## src/rtl/dbu_pkg.sv

```systemverilog
package dbu_pkg;
  localparam int ADDR_W = 3;
  localparam int OS_RATE = 8;

  localparam logic [ADDR_W-1:0] A_CTRL = 3'd0;
  localparam logic [ADDR_W-1:0] A_DIV  = 3'd1;
  localparam logic [ADDR_W-1:0] A_TXD  = 3'd2;
  localparam logic [ADDR_W-1:0] A_RXD  = 3'd3;
  localparam logic [ADDR_W-1:0] A_STAT = 3'd4;

  // character format, mapped onto control bits [8:4]
  typedef struct packed {
    logic       two_stop;
    logic       par_odd;
    logic       par_en;
    logic [1:0] len;
  } fmt_t;

  function automatic logic [3:0] fmt_bits(fmt_t f);
    return 4'(f.len) + 4'd5;
  endfunction
endpackage

```

## src/rtl/dbu_baud.sv

```systemverilog
module dbu_baud #(
  parameter int DIV_W = 16
) (
  input  logic             clk,
  input  logic             rst,
  input  logic [DIV_W-1:0] div,
  output logic             tick
);
  logic [DIV_W-1:0] cnt;

  always_ff @(posedge clk) begin
    if (rst) begin
      cnt  <= '0;
      tick <= 1'b0;
    end else if (cnt >= div) begin
      cnt  <= '0;
      tick <= 1'b1;
    end else begin
      cnt  <= cnt + 1'b1;
      tick <= 1'b0;
    end
  end
endmodule

```

## src/rtl/dbu_tx.sv

```systemverilog
module dbu_tx #(
  parameter int OS = 8,
  parameter int CW = 8
) (
  input  logic          clk,
  input  logic          rst,
  input  logic          tick,
  input  logic          en,
  input  dbu_pkg::fmt_t fmt,
  input  logic          load_valid,
  input  logic [CW-1:0] load_data,
  output logic          load_ack,
  output logic          tx,
  output logic          busy
);
  localparam int SW = $clog2(OS);

  typedef enum logic [2:0] {T_IDLE, T_START, T_DATA, T_PAR, T_STOP} tst_t;

  tst_t          st;
  logic [SW-1:0] sub;
  logic [3:0]    bitn;
  logic [CW-1:0] sh;
  logic          pbit;
  logic [3:0]    nb;
  logic [CW-1:0] mask;
  logic          last_sub;

  assign nb       = dbu_pkg::fmt_bits(fmt);
  assign mask     = ~({CW{1'b1}} << nb);
  assign last_sub = (sub == SW'(OS - 1));
  assign busy     = (st != T_IDLE);

  always_ff @(posedge clk) begin
    if (rst) begin
      st       <= T_IDLE;
      sub      <= '0;
      bitn     <= '0;
      sh       <= '0;
      pbit     <= 1'b0;
      tx       <= 1'b1;
      load_ack <= 1'b0;
    end else begin
      load_ack <= 1'b0;
      if (tick) begin
        if (st == T_IDLE) begin
          if (en && load_valid) begin
            sh       <= load_data;
            pbit     <= (^(load_data & mask)) ^ fmt.par_odd;
            load_ack <= 1'b1;
            tx       <= 1'b0;
            sub      <= '0;
            st       <= T_START;
          end
        end else if (!last_sub) begin
          sub <= sub + 1'b1;
        end else begin
          sub <= '0;
          unique case (st)
            T_START: begin
              st   <= T_DATA;
              bitn <= '0;
              tx   <= sh[0];
              sh   <= sh >> 1;
            end
            T_DATA: begin
              if (bitn == nb - 4'd1) begin
                bitn <= '0;
                if (fmt.par_en) begin
                  st <= T_PAR;
                  tx <= pbit;
                end else begin
                  st <= T_STOP;
                  tx <= 1'b1;
                end
              end else begin
                bitn <= bitn + 4'd1;
                tx   <= sh[0];
                sh   <= sh >> 1;
              end
            end
            T_PAR: begin
              st <= T_STOP;
              tx <= 1'b1;
            end
            default: begin
              if (fmt.two_stop && bitn == 4'd0) begin
                bitn <= 4'd1;
              end else begin
                bitn <= '0;
                st   <= T_IDLE;
              end
            end
          endcase
        end
      end
    end
  end
endmodule

```

## src/rtl/dbu_rx.sv

```systemverilog
module dbu_rx #(
  parameter int OS = 8,
  parameter int CW = 8
) (
  input  logic          clk,
  input  logic          rst,
  input  logic          tick,
  input  logic          en,
  input  dbu_pkg::fmt_t fmt,
  input  logic          rx,
  output logic          done,
  output logic [CW-1:0] data,
  output logic          par_err,
  output logic          frm_err,
  output logic          brk
);
  localparam int SW  = $clog2(OS);
  localparam int IW  = $clog2(CW);
  localparam int MID = OS / 2;
  localparam int BW  = $clog2(OS * (CW + 4) + 2);

  typedef enum logic [2:0] {R_IDLE, R_START, R_DATA, R_PAR, R_STOP} rst_t;

  rst_t          st;
  logic          rx_m, rx_s;
  logic [SW-1:0] sub;
  logic [3:0]    bitn;
  logic [CW-1:0] sh;
  logic [2:0]    smp;
  logic          armed, perr;
  logic          vote, last_sub;
  logic [3:0]    nb, frame_bits;
  logic [BW-1:0] frame_ticks, lcnt;
  logic          fired;

  assign nb          = dbu_pkg::fmt_bits(fmt);
  assign frame_bits  = 4'd2 + nb + {3'b0, fmt.par_en} + {3'b0, fmt.two_stop};
  assign frame_ticks = BW'(OS) * BW'(frame_bits);
  assign vote        = (smp[0] & smp[1]) | (smp[0] & smp[2]) | (smp[1] & smp[2]);
  assign last_sub    = (sub == SW'(OS - 1));

  always_ff @(posedge clk) begin
    if (rst) begin
      rx_m    <= 1'b1;
      rx_s    <= 1'b1;
      st      <= R_IDLE;
      sub     <= '0;
      bitn    <= '0;
      sh      <= '0;
      smp     <= '0;
      armed   <= 1'b0;
      perr    <= 1'b0;
      done    <= 1'b0;
      data    <= '0;
      par_err <= 1'b0;
      frm_err <= 1'b0;
    end else begin
      rx_m <= rx;
      rx_s <= rx_m;
      done <= 1'b0;
      if (tick) begin
        if (st == R_IDLE) begin
          if (rx_s) begin
            armed <= 1'b1;
          end else if (armed && en) begin
            armed <= 1'b0;
            st    <= R_START;
            sub   <= SW'(1);
            sh    <= '0;
            perr  <= 1'b0;
          end
        end else begin
          if (sub == SW'(MID - 1)) smp[0] <= rx_s;
          if (sub == SW'(MID))     smp[1] <= rx_s;
          if (sub == SW'(MID + 1)) smp[2] <= rx_s;
          if (!last_sub) begin
            sub <= sub + 1'b1;
          end else begin
            sub <= '0;
            unique case (st)
              R_START: begin
                bitn <= '0;
                if (vote) st <= R_IDLE;
                else      st <= R_DATA;
              end
              R_DATA: begin
                sh[bitn[IW-1:0]] <= vote;
                if (bitn == nb - 4'd1) begin
                  bitn <= '0;
                  st   <= fmt.par_en ? R_PAR : R_STOP;
                end else begin
                  bitn <= bitn + 4'd1;
                end
              end
              R_PAR: begin
                perr <= ((^sh) ^ vote) != fmt.par_odd;
                st   <= R_STOP;
              end
              default: begin
                done    <= 1'b1;
                data    <= sh;
                frm_err <= ~vote;
                par_err <= perr & fmt.par_en;
                armed   <= vote;
                st      <= R_IDLE;
              end
            endcase
          end
        end
      end
    end
  end

  // break: count oversample ticks of continuous low line
  always_ff @(posedge clk) begin
    if (rst) begin
      lcnt  <= '0;
      fired <= 1'b0;
      brk   <= 1'b0;
    end else begin
      brk <= 1'b0;
      if (tick) begin
        if (rx_s || !en) begin
          lcnt  <= '0;
          fired <= 1'b0;
        end else if (!fired) begin
          if (lcnt >= frame_ticks) begin
            brk   <= 1'b1;
            fired <= 1'b1;
          end else begin
            lcnt <= lcnt + 1'b1;
          end
        end
      end
    end
  end
endmodule

```

## src/rtl/dbuf_uart.sv

```systemverilog
module dbuf_uart #(
  parameter int DIV_W = 16,
  parameter int REG_W = 16,
  parameter int CW    = 8,
  parameter int OS    = dbu_pkg::OS_RATE
) (
  input  logic                       clk,
  input  logic                       rst,
  input  logic                       wr_en,
  input  logic                       rd_en,
  input  logic [dbu_pkg::ADDR_W-1:0] addr,
  input  logic [REG_W-1:0]           wdata,
  output logic [REG_W-1:0]           rdata,
  input  logic                       rx,
  output logic                       tx,
  output logic                       tx_irq,
  output logic                       rx_irq
);
  import dbu_pkg::*;

  logic [REG_W-1:0] ctrl;
  logic [DIV_W-1:0] div;
  logic [CW-1:0]    tx_hold, rx_hold;
  logic             tx_hold_full, rx_ready;
  logic             pe_f, fe_f, oe_f, be_f;
  logic             tick, tx_ack, tx_busy;
  logic             rx_done, rx_perr, rx_ferr, rx_brk;
  logic [CW-1:0]    rx_data;
  logic             c_txen, c_rxen, c_txie, c_rxie;
  fmt_t             fmt;
  logic [6:0]       status;

  assign c_txen = ctrl[0];
  assign c_rxen = ctrl[1];
  assign c_txie = ctrl[2];
  assign c_rxie = ctrl[3];
  assign fmt    = fmt_t'(ctrl[8:4]);
  assign status = {be_f, oe_f, fe_f, pe_f, rx_ready, ~tx_busy, ~tx_hold_full};

  dbu_baud #(.DIV_W(DIV_W)) u_baud (
    .clk (clk), .rst (rst), .div (div), .tick (tick)
  );

  dbu_tx #(.OS(OS), .CW(CW)) u_tx (
    .clk (clk), .rst (rst), .tick (tick), .en (c_txen), .fmt (fmt),
    .load_valid (tx_hold_full), .load_data (tx_hold), .load_ack (tx_ack),
    .tx (tx), .busy (tx_busy)
  );

  dbu_rx #(.OS(OS), .CW(CW)) u_rx (
    .clk (clk), .rst (rst), .tick (tick), .en (c_rxen), .fmt (fmt), .rx (rx),
    .done (rx_done), .data (rx_data), .par_err (rx_perr), .frm_err (rx_ferr),
    .brk (rx_brk)
  );

  always_ff @(posedge clk) begin
    if (rst) begin
      ctrl         <= '0;
      div          <= '0;
      tx_hold      <= '0;
      tx_hold_full <= 1'b0;
      rx_hold      <= '0;
      rx_ready     <= 1'b0;
      pe_f         <= 1'b0;
      fe_f         <= 1'b0;
      oe_f         <= 1'b0;
      be_f         <= 1'b0;
      rdata        <= '0;
      tx_irq       <= 1'b0;
      rx_irq       <= 1'b0;
    end else begin
      if (wr_en) begin
        unique case (addr)
          A_CTRL: ctrl <= wdata;
          A_DIV:  div  <= wdata[DIV_W-1:0];
          A_TXD: begin
            if (!tx_hold_full) begin
              tx_hold      <= wdata[CW-1:0];
              tx_hold_full <= 1'b1;
            end
          end
          A_STAT: begin
            if (wdata[3]) pe_f <= 1'b0;
            if (wdata[4]) fe_f <= 1'b0;
            if (wdata[5]) oe_f <= 1'b0;
            if (wdata[6]) be_f <= 1'b0;
          end
          default: ;
        endcase
      end
      if (tx_ack) tx_hold_full <= 1'b0;

      if (rd_en) begin
        unique case (addr)
          A_CTRL: rdata <= ctrl;
          A_DIV:  rdata <= REG_W'(div);
          A_RXD: begin
            rdata    <= REG_W'(rx_hold);
            rx_ready <= 1'b0;
          end
          A_STAT: rdata <= REG_W'(status);
          default: rdata <= '0;
        endcase
      end

      if (rx_done) begin
        if (rx_ready) begin
          oe_f <= 1'b1;
        end else begin
          rx_hold  <= rx_data;
          rx_ready <= 1'b1;
          if (rx_perr) pe_f <= 1'b1;
          if (rx_ferr) fe_f <= 1'b1;
        end
      end
      if (rx_brk) be_f <= 1'b1;

      tx_irq <= c_txen & c_txie & ~tx_hold_full;
      rx_irq <= c_rxen & c_rxie & (rx_ready | be_f);
    end
  end
endmodule

```

## config.mk

```make
export PLATFORM = sky130hd
export DESIGN_NAME = dbuf_uart
export DESIGN_NICKNAME = d
export VERILOG_FILES = /design/src/rtl/dbu_pkg.sv /design/src/rtl/dbu_baud.sv /design/src/rtl/dbu_tx.sv /design/src/rtl/dbu_rx.sv /design/src/rtl/dbuf_uart.sv
export SDC_FILE = /design/constraint.sdc
export NUM_CORES = 1
export LEC_CHECK = 0
export CORE_MARGIN = 1.5
export CORE_UTILIZATION = 64
export CTS_CLUSTER_DIAMETER = 40
export DETAILED_ROUTE_END_ITERATION = 7
export DONT_BUFFER_PORTS = 1
export PLACE_DENSITY = 0.8
export SYNTH_ARGS = -nofsm -noshare
export SYNTH_HDL_FRONTEND = slang
export SYNTH_SLANG_ARGS = --single-unit
```

## constraint.sdc

```tcl
create_clock -name clk -period 3.26 [get_ports clk]
set_input_delay 0.163 -clock clk [delete_from_list [all_inputs] [get_ports clk]]
set_output_delay 0.163 -clock clk [all_outputs]
set_load 0.02 [all_outputs]
```

==> out/metrics.yaml <==
clock_tree:
  cts.path.max_buffers: 2
  clk_latency_ns: 0.42
  cts_buffers: 17
  htree_levels: 4
  cts.sinks: 155
  cts-root-buf: "clkbuf_16"
  path_clk_slew_ns: 0.06
  cts_tree: "done"
  post-cts-setup-buffers: 0
route:
  met3WireLength_microns: 1150
  avgViaCountPerCell: 6.02
  num_vias: 6481
  first_iter_violations: 552
  wl_met1_microns: 8020
  highest_layer: "met4"
  wl_per_cell_microns: 17.1
  drc: 0
  ant_nets: 0
  firstDrtPassIters: 5
  route.met2.wl_microns: 8750
  drt-total-wl_microns: 18400
timing:
  fmax_mhz: 354
  slew_viol_final: 0
  rsz0062_at_grt: "false"
  setup_tns_ns: 0
  finClkSkew_ns: 0.00734
  period_needed_ns: 2.83
  fin_crit_sh_pct: 86.7
  hold_viol_final: 0
  maxSlewHeadroom_pct: 47.6
  worst_pin_slew_ns: 0.784
  setup_viol_count_final: 0
logic_synthesis:
  synthTopCellsByCount: "155 x dfxtp_1, 155 x nand2_1, 98 x a21oi_1"
  ys_top_cells_by_area: "dfxtp_1 40%, nand2_1 7.5%, a21oi_1 6.3%"
  yosys_warnings: 0
  synth.largest_area_cell: "dfxtp_1"
  ys_seq_area_share_pct: 40.2
  synth_top_cell_area_share_pct: 40.2
  syn-cell-area_sq_um: 7730
  ys_async_sr_fraction_pct: 0
  synth_edf_count: 0
  syn_avg_cell_area_sq_um: 8.34
  syn_inst: 926
  synth_top_flop_cell: "dfxtp_1"
  synth-seq-cells: 155
  ys_types: 72
  synth_fp_nets: 989
place:
  gp_congestion: 0.839
  io_buffers: 0
  dp_hpwl_microns: 12300
floorplan:
  core_sq_um: 11600
  die_area_sq_um: 12700
  start_util_pct: 66.5
  rows: 39
  num_io_pins: 43
  fp.dieH_microns: 113
  die_w_microns: 113
grt:
  grt_pass1_vias: 6292
  grt_max_degree: 130
  grt_use_total_pct: 29.9
  overflow: 0
  antenna_found_initial: 0
  grt_pass1_wl_microns: 30400
power:
  peakVddDrop_v: 0.000381
  p_per_area_nw_per_um2: 518
  p_leak_nw: 3.12
  finalPower_mw: 4.46
critical_path:
  path_cells: "inv_1, fa_1, a21oi_1, xor2_1, ha_1, a21oi_1, nand3_1, or3_1, a21oi_1"
  cp_max_fo: 8
  arrival_ns: 3.18
  crit_family: "compound AO/OA/AOI/OAI gates"
  timing.critical_path.buf_inv: 1
  crit_top_cell: "a21oi_1"
  critPathSlowestCell: "dfxtp_1"
  max_stage_delay_ns: 0.48
  end_kind: "flop"
  required_ns: 3.61
  path_class: "flop to flop"
  crit_path_start_kind: "flop"
min_path:
  hp-class: "primary input to flop"
final_layout:
  nNetsFinal: 985
  area_growth_pct: 11.5
  antenna_cells: 0
  drive_gt1_share_pct: 7.50
job:
  max-cap-violations: 0
run_status:
  status: "completed"
==> layout by cell type, fill, tap and decap left out, drive strengths merged, types with 7 or more instances in the layout <==
cell type	count
a21oi	99
a22oi	7
a311oi	7
and2	11
clkbuf	19
dfxtp	155
dlygate4sd3	23
ha	38
inv	47
mux2	8
mux2i	23
nand2	155
nand2b	13
nand3	21
nand4	11
nor2	78
nor2b	19
nor3	25
o21ai	20
or3	8
xnor2	22
xor2	23
==> cell families (layout without fill, tap and decap cells) <==
| kind of cell | count (synthesis) | after routing | share of synthesized area [%] |
|---|---|---|---|
| xor gates and xnor gates | 45 | 45 | 5.10 |
| buffers and inverters | 98 | 105 | 5.21 |
| DFF | 155 | 155 | 40.2 |
| AOI/OAI and AO/OA | 190 | 190 | 16.4 |
| muxes | 31 | 31 | 4.19 |
| and+or+nand+nor | 367 | 367 | 22.3 |
| adders and majority gates | 40 | 40 | 6.54 |
==> per-stage QoR <==
stage | std cells | hold WS [ns] | util [%] | cell area, sq um | setup WS (ns)
floorplan | 926 | 0.267 | - | 7730 | 0.795
global placement | 1022 | 0.242 | 66.4 | 7710 | 0.635
detailed placement | 1022 | 0.245 | 66.4 | 7710 | 0.456
CTS | 1076 | 0.00371 | 74.2 | 8620 | 0.452
global route | 1076 | 0.0254 | 74.2 | 8620 | 0.0908
finish | 1076 | 0.0119 | 74.2 | 8620 | 0.432
==> sequential cells by signal (all words and copies together), names as in the netlist, 3 cells and up <==
name and cells:
ctrl 16, u_baud.cnt 16, u_tx.sub 3, u_tx.sh 8, u_tx.bitn 4, u_rx.sub 3
u_rx.data 8, rdata 16, u_rx.sh 8, u_tx.st 3, u_rx.lcnt 7, u_rx.bitn 4
tx_hold 8, u_rx.smp 3, div 16, u_rx.st 3, rx_hold 8
==> report_power, final <==
group | switching (mW) | internal (mW) | leakage [nW]
clock | 0.774 | 1.39 | 0.311
sequential | 0.0486 | 1.93 | 1.25
combinational | 0.196 | 0.126 | 1.56
==> final cells by class <==
class / instances / area (sq um)
Clock buffer: 19 / 453
Clock inverter: 11 / 193
Fill cell: 818 / 3000
Inverter: 46 / 173
Multi-Input combinational cell: 673 / 4220
Sequential cell: 155 / 3100
Tap cell: 143 / 179
Timing Repair Buffer: 29 / 295
==> path summary, 6_finish.rpt <==
path         slack (ns)                         to                 start  cells past startpoint
max                0.43  u_rx.lcnt[4]$_SDFFE_PP0P_  ctrl[4]$_SDFFE_PP0P_                      9
min                0.01        rx_ready$_SDFF_PP0_               addr[0]                      3
max reg2reg        0.43  u_rx.lcnt[4]$_SDFFE_PP0P_  ctrl[4]$_SDFFE_PP0P_                      9
min reg2reg        0.41       u_rx.rx_s$_SDFF_PP1_  u_rx.rx_m$_SDFF_PP1_                      1
==> worst reg2reg max path, delay by kind of cell, from the launching register on <==
kind | cells | cell delay, ns
adders and majority gates | 2 | 0.68
DFF | 1 | 0.48
AOI/OAI and AO/OA | 3 | 0.68
buffers and inverters | 1 | 0.16
xor gates and xnor gates | 1 | 0.17
and+or+nand+nor | 2 | 0.58
==> per-layer routing <==
metal / vias up / GRT usage [%]
li1: 3161 / -
met1: 3073 / 37.6
met2: 206 / 49.6
met3: 41 / 7.93
met4: 0 / 11.4
met5: - / 0
==> what timing repair did <==
item,4_1_cts,5_1_grt
resized for setup,0,0
hold buffers,24,0
hold endpoints to repair,138,0
Power figures use the tool's default switching activity.
